==> src/rtl/nand_aseq_pkg.sv <==
package nand_aseq_pkg;
  localparam int AW      = 25;
  localparam int DW      = 32;
  localparam int BYTES   = DW / 8;
  localparam int CNT_W   = 3;
  localparam int IW      = $clog2(BYTES + 1);
  localparam int B_DATA  = 24;
  localparam int B_CMD   = 19;
  localparam int B_OP2V  = 20;
  localparam int B_ECC   = 17;
  localparam int OP1_LSB = 0;
  localparam int OP2_LSB = 8;
  localparam int CNT_LSB = 21;

  typedef enum logic [2:0] {
    S_IDLE, S_CMD1, S_ADDR, S_WAIT, S_DATA, S_CMD2
  } seq_state_e;

  typedef struct packed {
    logic             is_cmd;
    logic             is_data;
    logic [7:0]       op1;
    logic [7:0]       op2;
    logic             op2_en;
    logic             ecc;
    logic [CNT_W-1:0] naddr;
  } wr_dec_t;
endpackage

==> src/rtl/nand_aseq_decode.sv <==
module nand_aseq_decode
  import nand_aseq_pkg::*;
(
  input  logic [AW-1:0] addr,
  output wr_dec_t       dec
);
  always_comb begin
    dec.is_cmd  = addr[B_CMD] & ~addr[B_DATA];
    dec.is_data = addr[B_DATA] & ~addr[B_CMD];
    dec.op1     = addr[OP1_LSB +: 8];
    dec.op2     = addr[OP2_LSB +: 8];
    dec.op2_en  = addr[B_OP2V];
    dec.ecc     = addr[B_ECC];
    dec.naddr   = addr[CNT_LSB +: CNT_W];
  end
endmodule

==> src/rtl/nand_aseq_timer.sv <==
module nand_aseq_timer #(
  parameter int LO = 2,
  parameter int HI = 2
) (
  input  logic clk,
  input  logic rst_n,
  input  logic run,
  output logic we_low,
  output logic last
);
  localparam int P = LO + HI;
  localparam int W = (P > 1) ? $clog2(P) : 1;

  logic [W-1:0] cnt_q, cnt_d;

  always_comb begin
    last   = run && (cnt_q == W'(P - 1));
    we_low = run && (cnt_q < W'(LO));
    if (!run)      cnt_d = '0;
    else if (last) cnt_d = '0;
    else           cnt_d = cnt_q + W'(1);
  end

  always_ff @(posedge clk or negedge rst_n) begin
    if (!rst_n) cnt_q <= '0;
    else        cnt_q <= cnt_d;
  end
endmodule

==> src/rtl/nand_addr_seq.sv <==
module nand_addr_seq
  import nand_aseq_pkg::*;
#(
  parameter int WE_LO = 2,
  parameter int WE_HI = 2
) (
  input  logic          clk,
  input  logic          rst_n,
  input  logic          wr_valid,
  output logic          wr_ready,
  input  logic [AW-1:0] wr_addr,
  input  logic [DW-1:0] wr_data,
  output logic          nand_ce_n,
  output logic          nand_cle,
  output logic          nand_ale,
  output logic          nand_we_n,
  output logic [7:0]    nand_io,
  output logic          ecc_last
);
  seq_state_e       state_q, state_d;
  logic [DW-1:0]    word_q, word_d;
  logic [CNT_W-1:0] left_q, left_d;
  logic [IW-1:0]    inword_q, inword_d;
  logic [7:0]       op1_q, op1_d, op2_q, op2_d;
  logic             op2en_q, op2en_d, ecc_q, ecc_d;
  logic             pulse_q, pulse_d;

  wr_dec_t dec;
  logic    run, we_low, last, accept;

  nand_aseq_decode u_dec (.addr(wr_addr), .dec(dec));

  nand_aseq_timer #(.LO(WE_LO), .HI(WE_HI)) u_tmr (
    .clk(clk), .rst_n(rst_n), .run(run), .we_low(we_low), .last(last)
  );

  assign wr_ready = (state_q == S_IDLE) || (state_q == S_WAIT);
  assign accept   = wr_valid && wr_ready;
  assign run      = (state_q != S_IDLE) && (state_q != S_WAIT);

  always_comb begin
    state_d  = state_q;
    word_d   = word_q;
    left_d   = left_q;
    inword_d = inword_q;
    op1_d    = op1_q;
    op2_d    = op2_q;
    op2en_d  = op2en_q;
    ecc_d    = ecc_q;
    pulse_d  = 1'b0;
    unique case (state_q)
      S_IDLE: if (accept) begin
        if (dec.is_cmd) begin
          op1_d    = dec.op1;
          word_d   = wr_data;
          left_d   = dec.naddr;
          inword_d = IW'(BYTES);
          state_d  = S_CMD1;
        end else if (dec.is_data) begin
          word_d   = wr_data;
          inword_d = IW'(BYTES);
          op2_d    = dec.op2;
          op2en_d  = dec.op2_en;
          ecc_d    = dec.ecc;
          state_d  = S_DATA;
        end
      end
      S_CMD1: if (last) state_d = (left_q == '0) ? S_IDLE : S_ADDR;
      S_ADDR: if (last) begin
        word_d   = word_q >> 8;
        left_d   = left_q - CNT_W'(1);
        inword_d = inword_q - IW'(1);
        if (left_q == CNT_W'(1))      state_d = S_IDLE;
        else if (inword_q == IW'(1))  state_d = S_WAIT;
      end
      S_WAIT: if (accept) begin
        word_d   = wr_data;
        inword_d = IW'(BYTES);
        state_d  = S_ADDR;
      end
      S_DATA: if (last) begin
        word_d   = word_q >> 8;
        inword_d = inword_q - IW'(1);
        if (inword_q == IW'(1)) begin
          pulse_d = ecc_q;
          state_d = op2en_q ? S_CMD2 : S_IDLE;
        end
      end
      S_CMD2: if (last) state_d = S_IDLE;
      default: state_d = S_IDLE;
    endcase
  end

  always_ff @(posedge clk or negedge rst_n) begin
    if (!rst_n) begin
      state_q  <= S_IDLE;
      word_q   <= '0;
      left_q   <= '0;
      inword_q <= '0;
      op1_q    <= '0;
      op2_q    <= '0;
      op2en_q  <= 1'b0;
      ecc_q    <= 1'b0;
      pulse_q  <= 1'b0;
    end else begin
      state_q  <= state_d;
      word_q   <= word_d;
      left_q   <= left_d;
      inword_q <= inword_d;
      op1_q    <= op1_d;
      op2_q    <= op2_d;
      op2en_q  <= op2en_d;
      ecc_q    <= ecc_d;
      pulse_q  <= pulse_d;
    end
  end

  always_comb begin
    nand_ce_n = (state_q == S_IDLE);
    nand_cle  = (state_q == S_CMD1) || (state_q == S_CMD2);
    nand_ale  = (state_q == S_ADDR);
    nand_we_n = ~we_low;
    ecc_last  = pulse_q;
    unique case (state_q)
      S_CMD1:         nand_io = op1_q;
      S_CMD2:         nand_io = op2_q;
      S_ADDR, S_DATA: nand_io = word_q[7:0];
      default:        nand_io = 8'h00;
    endcase
  end
endmodule

==> config.mk <==
export PLATFORM = sky130hd
export DESIGN_NAME = nand_addr_seq
export DESIGN_NICKNAME = d
export VERILOG_FILES = /design/src/rtl/nand_aseq_pkg.sv /design/src/rtl/nand_aseq_decode.sv /design/src/rtl/nand_aseq_timer.sv /design/src/rtl/nand_addr_seq.sv
export SDC_FILE = /design/constraint.sdc
export NUM_CORES = 1
export LEC_CHECK = 0
export BUFFER_PORTS_ARGS = -buffer_cell sky130_fd_sc_hd__buf_2
export CAP_MARGIN = 20
export CELL_PAD_IN_SITES_DETAIL_PLACEMENT = 1
export CELL_PAD_IN_SITES_GLOBAL_PLACEMENT = 1
export CORE_ASPECT_RATIO = 2
export CORE_MARGIN = 2
export CORE_UTILIZATION = 40
export CTS_BUF_LIST = sky130_fd_sc_hd__clkbuf_2 sky130_fd_sc_hd__clkbuf_4 sky130_fd_sc_hd__clkbuf_8
export DETAILED_ROUTE_END_ITERATION = 8
export PLACE_DENSITY = 0.9
export SETUP_SLACK_MARGIN = 0.1
export SLEW_MARGIN = 20
export SYNTH_ARGS = -nofsm -noshare
export SYNTH_HDL_FRONTEND = slang
export SYNTH_SLANG_ARGS = --single-unit
==> constraint.sdc <==
create_clock -name clk -period 1.9 [get_ports clk]
set_input_delay 0.285 -clock clk [delete_from_list [all_inputs] [get_ports clk]]
set_output_delay 0.285 -clock clk [all_outputs]
set_load 0.01 [all_outputs]
# Word-level counts from Yosys, hierarchy flattened
# Cells that the tools add are included.
[classes] eq_ne=20 magnitude_cmp=1 div=0 add_sub_neg=3 n_bitwise=6 multipliers=0 mux=35 shift=0 reduce_logical=17
[ops] cell="32-bit 2-to-1 mux" count=5
[ops] cell="32-bit case mux with 3 select lines" count=1
[ops] cell="3-bit 2-to-1 mux" count=19
[ops] cell="8-bit case mux with 3 select lines" count=1
[ops] cell="3-bit case mux with 6 select lines" count=1
[ops] cell="2-bit inequality test (second input constant)" count=5
[ops] cell="3-bit by 1-bit == test with 1-bit output (second input constant)" count=3
[ops] cell="3-bit case mux with 3 select lines" count=1
[ops] cell="9-bit AND reduction" count=1
[ops] cell="2-bit by 1-bit inequality test with 1-bit output (second input constant)" count=4
[ops] cell="4-bit AND reduction" count=2
[ops] cell="3-bit by 2-bit == test with 1-bit output (second input constant)" count=2
[ops] cell="3-bit == test (second input constant)" count=2
[ops] cell="3-bit zero test" count=2
[ops] cell="2-bit 2-to-1 mux" count=3
[ops] cell="3-bit by 1-bit inequality test with 1-bit output (second input constant)" count=2
[ops] cell="3-bit case mux with 2 select lines" count=1
[ops] cell="3-bit nonzero test" count=2
[ops] cell="3-bit by 1-bit subtractor with 3-bit output (second input constant)" count=2
[ops] cell="5-bit AND reduction" count=1
[ops] cell="1-bit logical AND" count=4
[ops] cell="1-bit inverter" count=4
[ops] cell="1-bit 2-to-1 mux" count=3
[ops] cell="3-bit by 2-bit inequality test with 1-bit output (second input constant)" count=1
[ops] cell="8 further kinds" count=10
[word_totals] inputBits=60 mem_count=0 wordCells=92 rom_bits=0 latchBits=0 reg_bits=62 ramBits=0

# Logic depth before layout (Yosys ltp)
# Gate-level depths: netlist of run 1.
[logic_depth] depth_word=6 depth_mapped=7 ltp_nobuf=6

# Hierarchy
# From an unflattened synthesis of run 1, not the netlist that was laid out.
[unflattened] cells_unflattened=342 area_unflattened_um2=3450.8
[by_module_without_submodules] mod="nand_addr_seq" area_per_inst_um2=3180.6 n_inst=1 cells_per_inst=312
[by_module_without_submodules] mod="nand_aseq_decode" area_per_inst_um2=172.7 n_inst=1 cells_per_inst=23
[by_module_without_submodules] mod="nand_aseq_timer" area_per_inst_um2=97.6 n_inst=1 cells_per_inst=7

# Worst setup path before layout of run 1
# OpenSTA, ideal clock, no wires.
[synth_path] path_kind="register to register" startpoint="reg u_tmr.cnt_q[0]" endpoint="reg inword_q[1]" arrival_time_ps=1706 path_buffers=2 setup_slack_ps=69 setup_time_ps=125 path_stages_with_launch=8 period_less_slack_ps=1831 t_required_ps=1775 cell_sequence="dfrtp_1 > ha_1 > clkbuf_1 > mux2i_1 > o21bai_1 > nor2_4 > buf_4 > mux2_2"
[synth_via] elab_chain_len=4
[synth_lines] item="start, declared" line="nand_aseq_timer.sv:14" rtl="logic [W-1:0] cnt_q, cnt_d;"
[synth_lines] item="start signal, assigned" line="nand_aseq_timer.sv:26" rtl="else cnt_q <= cnt_d;"
[synth_lines] item="2-bit == test" line="nand_aseq_timer.sv:17" rtl="last = run && (cnt_q == W'(P - 1));"
[synth_lines] item="1-bit logical AND" line="nand_aseq_timer.sv:17"
[synth_lines] item="2-bit by 1-bit inequality test with 1-bit output (no line)"
[synth_lines] item="5-bit AND reduction (no line)"
[synth_lines] item="end signal, assigned" line="nand_addr_seq.sv:109" rtl="inword_q <= inword_d;"
[synth_lines] item="end, declared" line="nand_addr_seq.sv:23" rtl="logic [IW-1:0] inword_q, inword_d;"
# No other way between the ends.
# A chain may end at the register's enable or synchronous reset.

# Final worst setup path of run 1
[layout_path] startpoint="reg state_q[2]" endpoint="reg word_q[0]"
[layout_via] elab_chain_len=5 elab_cells_between_ends=18
[layout_lines] item="start, declared" line="nand_addr_seq.sv:20" rtl="seq_state_e state_q, state_d;"
[layout_lines] item="start signal, assigned" line="nand_addr_seq.sv:106" rtl="state_q <= state_d;"
[layout_lines] item="3-bit by 2-bit inequality test with 1-bit output, or another cell as far along" line="nand_addr_seq.sv:39" rtl="assign run = (state_q != S_IDLE) && (state_q != S_WAIT);"
[layout_lines] item="1-bit logical AND or 1-bit logical OR (tied branches)" line="nand_addr_seq.sv:39, nand_addr_seq.sv:37"
[layout_lines] item="1-bit logical AND (on tied branches)" line="nand_aseq_timer.sv:17, nand_addr_seq.sv:38"
[layout_lines] item="2-bit by 1-bit inequality test with 1-bit output (no line) or 2-bit inequality test (tied branches)"
[layout_lines] item="5-bit AND reduction (no line)"
[layout_lines] item="end signal, assigned" line="nand_addr_seq.sv:107" rtl="word_q <= word_d;"
[layout_lines] item="end, declared" line="nand_addr_seq.sv:21" rtl="logic [DW-1:0] word_q, word_d;"
# Parallel ways exist; a longest one is shown, timed or not.

==> out/metrics.yaml, run 1 <==
placement:
  dp_hpwl_um: 5930
  dpl-instance-area_um2: 3940
  port-buffer-count: 71
  finalWeightedCongestion: 0.821
  placed_cells: 444
flow_run:
  drv_cap: 0
power_and_ir_drop:
  p_sw_share_pct: 35.3
  p_switching_mw: 2.88
  internal-power_mw: 5.28
  vdd_drop_max_uv: 822
  finalPower_mw: 8.16
  leakagePower_nw: 2.39
  pwr-share-clk_pct: 14.4
  pwr-share-comb_pct: 56.0
  p_seq_share_pct: 29.6
  powerDensity_nw_per_um2: 1710
cells_and_area:
  nNetsFinal: 454
  utilization_pct: 58.3
  fin_cells: 492
  final_cell_area_um2: 4760
  nFillCells: 841
  area_growth_pct: 42.2
  drive_gt1_share_pct: 61.3
synthesis:
  synth_cell_types: 41
  syn_area_per_cell_um2: 12.2
  ys.flop_type: "dfrtp_1"
  async_flop_share_pct: 100
  synth_cells: 275
  synthTopCellsByCount: "dfrtp_1, mux2_2, nand2_1"
  syn_area_um2: 3350
  ys_seq_area_share_pct: 46.3
  synth_seq_cells: 62
  syn-num-nets: 341
  yosys.area.top_type_share_pct: 46.3
  yosysMostFrequentCell: "dfrtp_1"
  synth_edf_count: 0
  yosysTopAreaCell: "dfrtp_1"
  ys_warn_count: 0
  yosys-top-cells-area: "dfrtp_1, mux2_2, mux2_4"
sta:
  fin_worst_skew_ns: 0.0147
  tns_ns: -0.903
  tightest_slew_ns: 0.474
  rsz0062_at_grt: "true"
  final-hold-violation-count: 0
  drv_slew: 0
  fin_crit_sh_pct: 103
  finalSetupViolations: 28
  period_needed_ns: 1.96
  fmax_mhz: 511
  fin_ws_ns: -0.0586
  slew_headroom_pct: 68.3
die:
  placementRows: 47
  die_h_um: 133
  start_util_pct: 41.0
  ios: 74
  coreArea_um2: 8170
  die_w_um: 68.7
  die-area_um2: 9160
detailed_routing:
  vias_per_cell: 5.43
  route.antenna.remaining_nets: 0
  wl_per_cell_um: 21.1
  drtPass1Iterations: 4
  drcViolationCount: 0
  route.vias.total: 2671
  drt_iter0_markers: 116
  wirelength_um: 10400
run_status:
  outcome: "finished with violations"
  violations: "setup timing"
clock_network:
  cts_root_buffer: "clkbuf_8"
  clock_latency_ns: 0.35
  cts.sinks: 62
  htree_levels: 3
  cts_buffer_depth: 2
  numCtsBuffers: 9
  path_clk_slew_ns: 0.08
  cts_tree: "done"
global_routing:
  grt_use_total_pct: 22.6
  grt_pass1_vias: 2953
  grt_overflow: 0
  grt_max_degree: 63
  antenna_found_initial: 1
  grt_pass1_wl_um: 15100
setup_path:
  worstPathArrival_ns: 2.18
  start_kind: "flip-flop"
  critPathRequiredTime_ns: 2.13
  critical_path_class: "flip-flop to flip-flop"
  cp-end-kind: "flip-flop"
  path_max_fanout: 9
hold_path:
  holdCritPathClass: "input pin to flip-flop"
## path summary, 6_finish.rpt
check	cells past startpoint	slack, ns	end	from
worst max-delay path	8	-0.06	word_q[0]	state_q[2]
worst min-delay path	2	0.17	ecc_q	wr_addr[17]
worst max register to register	8	-0.06	word_q[0]	state_q[2]
worst min register to register	1	0.50	op1_q[6]	op1_q[6]
max in group asynchronous	3	1.10	state_q[2]	rst_n
min in group asynchronous	3	0.48	word_q[29]	rst_n
## metrics by stage
stage,setup slack (ns),hold slack (ns)
floorplan,0.0837,-0.0106
global placement,0.0628,0.317
detailed placement,-0.00188,0.331
CTS,-0.0229,0.157
global route,-0.111,0.156
finish,-0.0586,0.169
## cells by family (layout without fill, tap and decap cells)
| family | after synthesis | count (layout) | synth area share [%] |
|---|---|---|---|
| mux | 86 | 86 | 30.6 |
| flops | 62 | 62 | 46.3 |
| simple gates | 53 | 53 | 9.16 |
| compound gates | 35 | 35 | 6.84 |
| buf+inv | 33 | 151 | 4.86 |
| fa+ha+maj | 6 | 6 | 2.24 |
| other cells | 0 | 1 | 0 |
## what timing repair did
| action | CTS | global route |
|---|---|---|
| buffers inserted | 13 | 10 |
| endpoints found under the setup margin | 48 | 60 |
| cloned | 4 | 3 |
| pin swaps | 2 | 1 |
| gates resized for setup | 59 | 20 |
| endpoints found under the hold margin | 62 | 0 |
| hold buffers | 1 | 0 |
## sequential cells by signal, summed over array words and instances, names as in the netlist
| signal | cells |
|---|---|
| state_q | 3 |
| op1_q | 8 |
| ecc_q | 1 |
| left_q | 3 |
| u_tmr.cnt_q | 2 |
| op2en_q | 1 |
| ecc_last | 1 |
| op2_q | 8 |
| word_q | 32 |
| inword_q | 3 |
## cells in the final DEF (no fill, tap or decap), types with 2 or more instances in the layout
cell,n
buf_2,68
dfrtp_1,59
mux2_2,42
mux2_4,34
buf_4,24
nand2_1,18
inv_1,15
buf_6,13
mux2i_1,9
clkbuf_8,9
buf_12,9
a22oi_2,6
o21ai_0,5
ha_1,5
nor2b_1,4
nand3_1,4
nor3_1,3
o21ai_1,3
o21ai_2,3
nand2b_1,3
nor2_1,3
o22ai_1,3
clkinv_2,3
dfrtp_2,3
a22oi_1,2
a21oi_1,2
a31oi_1,2
o21a_1,2
clkinv_4,2
clkbuf_16,2
## metal layers
metal | share of wire, % | vias up | global-route usage [%] | routed length [um]
li1 | - | 1197 | - | -
met1 | 35 | 1372 | 23.5 | 3620
met2 | 58 | 75 | 40.3 | 6000
met3 | 3.4 | 27 | 4.56 | 357
met4 | 4.2 | 0 | 11.7 | 432
met5 | 0 | - | 0 | 0
## layout make-up
type	instances	area, um2	area share (%)
sequential	62	1560	32.7
multi-input combinational	180	1850	38.8
clock buffer	10	131	2.76
inverter	15	56.3	1.18
antenna	1	2.50	0.0525
timing repair buffer	120	982	20.6
tap	98	123	2.57
clock inverter	6	62.6	1.31
## worst max-delay path, stage by stage (launching register included)
cell	delay [ns]
dfrtp_2	0.43
buf_4	0.17
buf_4	0.15
nor4b_4	0.22
o21a_2	0.22
nor2_4	0.08
buf_4	0.15
buf_12	0.14
mux2_2	0.28
## power by group through the flow
| stage | clock network (mW) | registers [mW] | logic (mW) |
|---|---|---|---|
| 2_1_floorplan | 0 | 2.22 | 2.57 |
| 3_3_place_gp | 0 | 2.34 | 3.27 |
| 3_5_place_dp | 0 | 2.41 | 3.44 |
| 4_1_cts | 1.18 | 2.38 | 4.15 |
| 5_1_grt | 1.27 | 2.49 | 4.88 |
| 6_report | 1.17 | 2.42 | 4.57 |
(Power assumes the default switching activity.)
==> run 2: changes to the inputs <==
--- a/config.mk
+++ b/config.mk
@@ -15,6 +15,7 @@
 export CTS_BUF_LIST = sky130_fd_sc_hd__clkbuf_2 sky130_fd_sc_hd__clkbuf_4 sky130_fd_sc_hd__clkbuf_8
 export DETAILED_ROUTE_END_ITERATION = 8
 export PLACE_DENSITY = 0.9
+export REMOVE_ABC_BUFFERS = 1
 export SETUP_SLACK_MARGIN = 0.1
 export SLEW_MARGIN = 20
 export SYNTH_ARGS = -nofsm -noshare
==> run 2 against run 1 <==
  * The run still ends with setup timing left
  * Power is 2.4% higher
  * Critical path depth is 2 lower
  * Clock power is 8% lower
  * Combinational power is 5.9% higher
  * Register-to-register slack hardly changed
  * Highest routed layer unchanged
  * Hold slack better by 0.011 ns
  * Global-route usage is 0.075 points lower
  * Non-clock buffer count is 5 higher
  * Die area stayed put
  * Sequential power hardly changed
  * Maximum frequency is 1.3% lower
  * Sequential share of layout area is 0.38 points lower
==> out/metrics.yaml, run 2 (synthesis gave the netlist of run 1 again) <==
detailed_routing:
  route.antenna.remaining_nets: 0  # unchanged
  dr_wl_met3_um: 409  # was 357 um
  vias_per_cell: 5.36  # was 5.43
  wirelength_um: 10300  # was 10400 um
  route.vias.total: 2646  # was 2671
  wl_per_cell_um: 20.8  # was 21.1 um
  drtPass1Iterations: 4  # unchanged
  drcViolationCount: 0  # unchanged
  wl_met1_um: 3550  # was 3620 um
  route.met2.wl_um: 5920  # was 6000 um
  top_layer: "met4"  # unchanged
  drt_iter0_markers: 71  # was 116
die:
  placementRows: 47  # unchanged
  coreArea_um2: 8170  # unchanged
  die-area_um2: 9160  # unchanged
  die_h_um: 133  # unchanged
  start_util_pct: 41.0  # unchanged
  die_w_um: 68.7  # unchanged
  ios: 74  # unchanged
clock_network:
  numCtsBuffers: 9  # unchanged
  path_clk_slew_ns: 0.07  # was 0.08 ns
  clock_latency_ns: 0.34  # was 0.35 ns
  cts_tree: "done"  # unchanged
  cts.sinks: 62  # unchanged
  htree_levels: 3  # unchanged
  cts_root_buffer: "clkbuf_8"  # unchanged
  cts_buffer_depth: 2  # unchanged
placement:
  finalWeightedCongestion: 0.803  # was 0.821
  placed_cells: 446  # was 444
  dpl-instance-area_um2: 3920  # was 3940 um2
  dp_hpwl_um: 5910  # was 5930 um
  port-buffer-count: 71  # unchanged
cells_and_area:
  largest_reg_flops: 32  # unchanged
  layout_common_cells: "buf_2, dfrtp_1, mux2_2"  # unchanged
  utilization_pct: 58.9  # was 58.3%
  drive_gt1_share_pct: 64.6  # was 61.3%
  fin_cells: 494  # was 492
  area_growth_pct: 43.9  # was 42.2%
  final_cell_area_um2: 4820  # was 4760 um2
  reg_top3: "word_q: 32 flops, op1_q: 8 flops, op2_q: 8 flops"  # unchanged
  antenna_cells: 0  # was 1
  regMostFlops: "word_q"  # unchanged
  nNetsFinal: 459  # was 454
  final_common_cell: "buf_2"  # unchanged
global_routing:
  antenna_found_initial: 0  # was 1
  grt_overflow: 0  # unchanged
  grt_max_degree: 63  # unchanged
  grt_pass1_wl_um: 15000  # was 15100 um
  grt_pass1_vias: 2950  # was 2953
  grt_use_total_pct: 22.5  # was 22.6%
setup_path:
  cpMaxStageDelayCell: "dfrtp_2"  # unchanged
  cp-end-kind: "primary output"  # was flip-flop
  cp_cell_sequence: "buf_8 -> nor3b_4 -> buf_6 -> nand2_1 -> o21ai_1 -> buf_2"  # was buf_4 -> buf_4 -> nor4b_4 -> o21a_2 -> nor2_4 -> buf_4 -> buf_12 -> mux2_2
  start_kind: "flip-flop"  # unchanged
  r2r_setup_slack_ns: -0.06  # about the same
  worstPathArrival_ns: 1.70  # was 2.18 ns
  critPathRequiredTime_ns: 1.62  # was 2.13 ns
  path_max_fanout: 6  # was 9
  critPathMaxStageDelay_ns: 0.46  # was 0.43 ns
  critical_path_class: "flip-flop to primary output"  # was flip-flop to flip-flop
power_and_ir_drop:
  powerDensity_nw_per_um2: 1730  # was 1710 nW/um2
  leakagePower_nw: 2.39  # about the same
  vdd_drop_max_uv: 969  # was 822 uV
sta:
  final-hold-violation-count: 0  # unchanged
  fin_ws_ns: -0.0847  # was -0.0586 ns
  period_needed_ns: 1.98  # was 1.96 ns
  finalSetupViolations: 37  # was 28
  slew_headroom_pct: 75.6  # was 68.3%
  tightest_slew_ns: 0.366  # was 0.474 ns
  fin_worst_skew_ns: 0.00649  # was 0.0147 ns
  rsz0062_at_grt: "true"  # unchanged
  fmax_mhz: 504  # was 511 MHz
  fin_crit_sh_pct: 104  # was 103%
  drv_slew: 0  # unchanged
flow_run:
  drv_cap: 0  # unchanged
hold_path:
  holdCritPathClass: "input pin to flip-flop"  # unchanged
run_status:
  violations: "setup timing"  # unchanged
  outcome: "finished with violations"  # unchanged
[run 2: layer usage]
| layer | vias up | GRT usage (%) |
|---|---|---|
| li1 | 1202 | - |
| met1 | 1343 | 23.8 |
| met2 | 73 | 39.4 |
| met3 | 28 | 3.63 |
| met4 | 0 | 13.7 |
| met5 | - | 0 |
[run 2: critical path: cells and delay by family, from the launching register on]
| kind | cells | cell delay, ns |
|---|---|---|
| buffers and inverters | 3 | 0.50 |
| and+or+nand+nor | 2 | 0.30 |
| DFF | 1 | 0.46 |
| AOI/OAI and AO/OA | 1 | 0.10 |
[run 2: worst paths after layout]
kind / from / endpoint / depth (start not counted)
max: state_q[2] / nand_io[4] / 6
min: wr_addr[20] / op2en_q / 2
max reg2reg: state_q[2] / inword_q[0] / 8
min reg2reg: u_tmr.cnt_q[0] / u_tmr.cnt_q[0] / 1
max in group asynchronous: rst_n / state_q[0] / 3
min in group asynchronous: rst_n / word_q[16] / 3
[run 2: metrics by stage]
stage	worst slack (ns)	total power [mW]	hold WS, ns	setup TNS [ns]
floorplan	-0.735	4.62	-0.0106	-22.52
global placement	0.0479	5.56	0.316	0
detailed placement	-0.0481	5.79	0.331	-0.810
CTS	-0.0743	7.71	0.164	-1.75
global route	-0.120	8.81	0.183	-3.59
finish	-0.0847	8.35	0.180	-1.38
[run 2: final cells by class]
type                    count  area, um2
clock inverters             1       5.00
well taps                  98        123
fillers                   877       3360
flip-flops and latches     62       1560
inverters                  15       56.3
multi-input cells         180       1860
clock buffers              13        173
repair buffers            125       1050
[run 2: repair_timing]
| action | CTS | global route |
|---|---|---|
| pin swaps | 7 | 12 |
| gates cloned | 3 | 6 |
| hold buffers | 1 | 0 |
| hold endpoints to repair | 62 | 0 |
| setup endpoints to repair | 39 | 69 |
| gates resized for setup | 43 | 54 |
| buffers inserted | 16 | 9 |
[run 2: power breakdown]
| part | switching (mW) | leakage (nW) | internal [mW] | total (mW) |
|---|---|---|---|---|
| Combinational | 2.00 | 1.54 | 2.84 | 4.84 |
| Sequential | 0.465 | 0.746 | 1.97 | 2.44 |
| Clock | 0.496 | 0.0948 | 0.579 | 1.08 |
==> run 3: changes to the inputs <==
--- a/config.mk
+++ b/config.mk
@@ -9,7 +9,6 @@
 export CAP_MARGIN = 20
 export CELL_PAD_IN_SITES_DETAIL_PLACEMENT = 1
 export CELL_PAD_IN_SITES_GLOBAL_PLACEMENT = 1
-export CORE_ASPECT_RATIO = 2
 export CORE_MARGIN = 2
 export CORE_UTILIZATION = 40
 export CTS_BUF_LIST = sky130_fd_sc_hd__clkbuf_2 sky130_fd_sc_hd__clkbuf_4 sky130_fd_sc_hd__clkbuf_8
==> run 3 against run 2 <==
  * Cell count is 2.6% higher
  * The flow still finishes with violations (setup timing)
  * Power is 2.5% lower
  * Via count is 0.76% lower
  * Register-to-register slack better by 0.02 ns
  * Wire length is 7.3% lower
==> out/metrics.yaml, run 3 (synthesis gave the netlist of run 1 again) <==
sta:
  fin_worst_skew_ns: 0.00414  # was 0.00649 ns
  fin_ws_ns: -0.141  # was -0.0847 ns
  drv_slew: 0  # unchanged
  tightest_slew_ns: 0.534  # was 0.366 ns
  finalSetupViolations: 34  # was 37
  slew_headroom_pct: 64.4  # was 75.6%
  rsz0062_at_grt: "true"  # unchanged
  tns_ns: -1.59  # was -1.38 ns
  fmax_mhz: 490  # was 504 MHz
  fin_crit_sh_pct: 107  # was 104%
  final-hold-violation-count: 0  # unchanged
  period_needed_ns: 2.04  # was 1.98 ns
global_routing:
  grt_max_degree: 28  # was 63
  grt_pass1_wl_um: 14100  # was 15000 um
  grt_use_total_pct: 20.5  # was 22.5%
  grt_pass1_vias: 2819  # was 2950
  grt_overflow: 0  # unchanged
  antenna_found_initial: 0  # unchanged
die:
  ios: 74  # unchanged
  start_util_pct: 41.0  # about the same
  placementRows: 33  # was 47
  die_h_um: 95.5  # was 133 um
  die_w_um: 95.5  # was 68.7 um
  die-area_um2: 9120  # was 9160 um2
  coreArea_um2: 8180  # was 8170 um2
placement:
  port-buffer-count: 71  # unchanged
  placed_cells: 457  # was 446
  finalWeightedCongestion: 0.802  # was 0.803
  dp_hpwl_um: 5800  # was 5910 um
flow_run:
  drv_cap: 0  # unchanged
power_and_ir_drop:
  leakagePower_nw: 2.35  # was 2.39 nW
  finalPower_mw: 8.14  # was 8.35 mW
  p_sw_share_pct: 35.0  # was 35.4%
  pwr-share-comb_pct: 56.8  # was 57.9%
  pwr-share-clk_pct: 13.4  # was 12.9%
  internal-power_mw: 5.29  # was 5.39 mW
  p_switching_mw: 2.85  # was 2.96 mW
  vdd_drop_max_uv: 632  # was 969 uV
  powerDensity_nw_per_um2: 1710  # was 1730 nW/um2
  p_seq_share_pct: 29.8  # was 29.2%
hold_path:
  holdCritPathClass: "input pin to flip-flop"  # unchanged
cells_and_area:
  layout_common_cells: "buf_2, dfrtp_1, mux2_2"  # unchanged
  drive_gt1_share_pct: 63.2  # was 64.6%
  nNetsFinal: 463  # was 459
  regMostFlops: "word_q"  # unchanged
  reg_top3: "word_q: 32 flops, op1_q: 8 flops, op2_q: 8 flops"  # unchanged
  largest_reg_flops: 32  # unchanged
  final_common_cell: "buf_2"  # unchanged
  antenna_cells: 0  # unchanged
  area_growth_pct: 41.9  # was 43.9%
  fin_cells: 507  # was 494
detailed_routing:
  wirelength_um: 9550  # was 10300 um
  route.antenna.remaining_nets: 0  # unchanged
  vias_per_cell: 5.18  # was 5.36
  route.vias.total: 2626  # was 2646
  drt_iter0_markers: 91  # was 71
  drcViolationCount: 0  # unchanged
  drtPass1Iterations: 4  # unchanged
  wl_per_cell_um: 18.8  # was 20.8 um
setup_path:
  start_kind: "flip-flop"  # unchanged
  cp-end-kind: "primary output"  # unchanged
  critPathRequiredTime_ns: 1.62  # about the same
  worstPathArrival_ns: 1.76  # was 1.70 ns
  path_max_fanout: 7  # was 6
  critical_path_class: "flip-flop to primary output"  # unchanged
run_status:
  violations: "setup timing"  # unchanged
  outcome: "finished with violations"  # unchanged
clock_network:
  htree_levels: 3  # unchanged
  path_clk_slew_ns: 0.07  # about the same
  numCtsBuffers: 9  # unchanged
  cts_tree: "done"  # unchanged
  clock_latency_ns: 0.34  # about the same
  cts_buffer_depth: 2  # unchanged
  cts_root_buffer: "clkbuf_8"  # unchanged
  cts.sinks: 62  # unchanged
## run 3: cell count changes in the layout (fill, tap and decap cells not counted), sizes merged
cell | before | now
clkbuf | 16 | 18
bufbuf | 1 | 0
buf | 120 | 125
## run 3: power by group through the flow
stage | Combinational (mW) | Clock [mW] | Sequential, mW
2_1_floorplan | 2.29 | 0 | 2.32
3_3_place_gp | 3.29 | 0 | 2.32
3_5_place_dp | 3.43 | 0 | 2.39
4_1_cts | 4.09 | 1.11 | 2.40
5_1_grt | 4.98 | 1.19 | 2.50
6_report | 4.62 | 1.09 | 2.43
## run 3: routing by layer
metal	wire [um]	vias up	track usage, %
met4	114	0	7.74
met2	5080	70	34.7
li1	-	1215	-
met1	3940	1328	25.4
met5	0	-	0
met3	408	13	4.66
## run 3: what timing repair did
| item | in CTS | in global routing |
|---|---|---|
| buffers inserted | 14 | 15 |
| gates resized for setup | 46 | 26 |
| gates cloned | 2 | 3 |
| hold buffers | 1 | 0 |
| pin swaps | 9 | 12 |
| endpoints found under the hold margin | 20 | 0 |
| endpoints found under the setup margin | 39 | 63 |
## run 3: per-stage QoR
stage	cell area, um2	setup WS [ns]	util (%)	hold slack (ns)
after floorplan	3240	-0.735	-	-0.0106
after global placement	3980	0.0612	48.7	0.285
after detailed placement	3980	-0.0421	48.7	0.298
after CTS	4490	-0.0850	54.9	0.165
after global routing	4750	-0.212	58.1	0.162
final	4750	-0.141	58.1	0.179
## run 3: layout make-up
| cell class | count | area, um2 |
|---|---|---|
| clock buffers | 15 | 175 |
| inverters | 15 | 56.3 |
| clock inverters | 1 | 5.00 |
| fillers | 871 | 3420 |
| well taps | 105 | 131 |
| multi-input cells | 180 | 1800 |
| flip-flops and latches | 62 | 1560 |
| repair buffers | 129 | 1030 |
## run 3: critical path, cell delays in order, from the launching register on
cell and delay (ns):
dfrtp_2 0.43, buf_6 0.14, buf_8 0.12, nor3b_4 0.23, buf_6 0.17, nand2_1 0.06, o21ai_1 0.11, buf_2 0.16
## run 3: path summary, 6_finish.rpt
check                             from          to  slack, ns  depth (start not counted)
setup / recovery            state_q[0]  nand_io[3]      -0.14                          7
hold / removal             wr_addr[13]    op2_q[5]       0.18                          2
max in group asynchronous        rst_n    op1_q[2]       0.84                          3
hold reg to reg               op1_q[4]    op1_q[4]       0.51                          1
setup reg to reg            state_q[2]   word_q[2]      -0.04                          6
min in group asynchronous        rst_n    op2_q[0]       0.47                          2
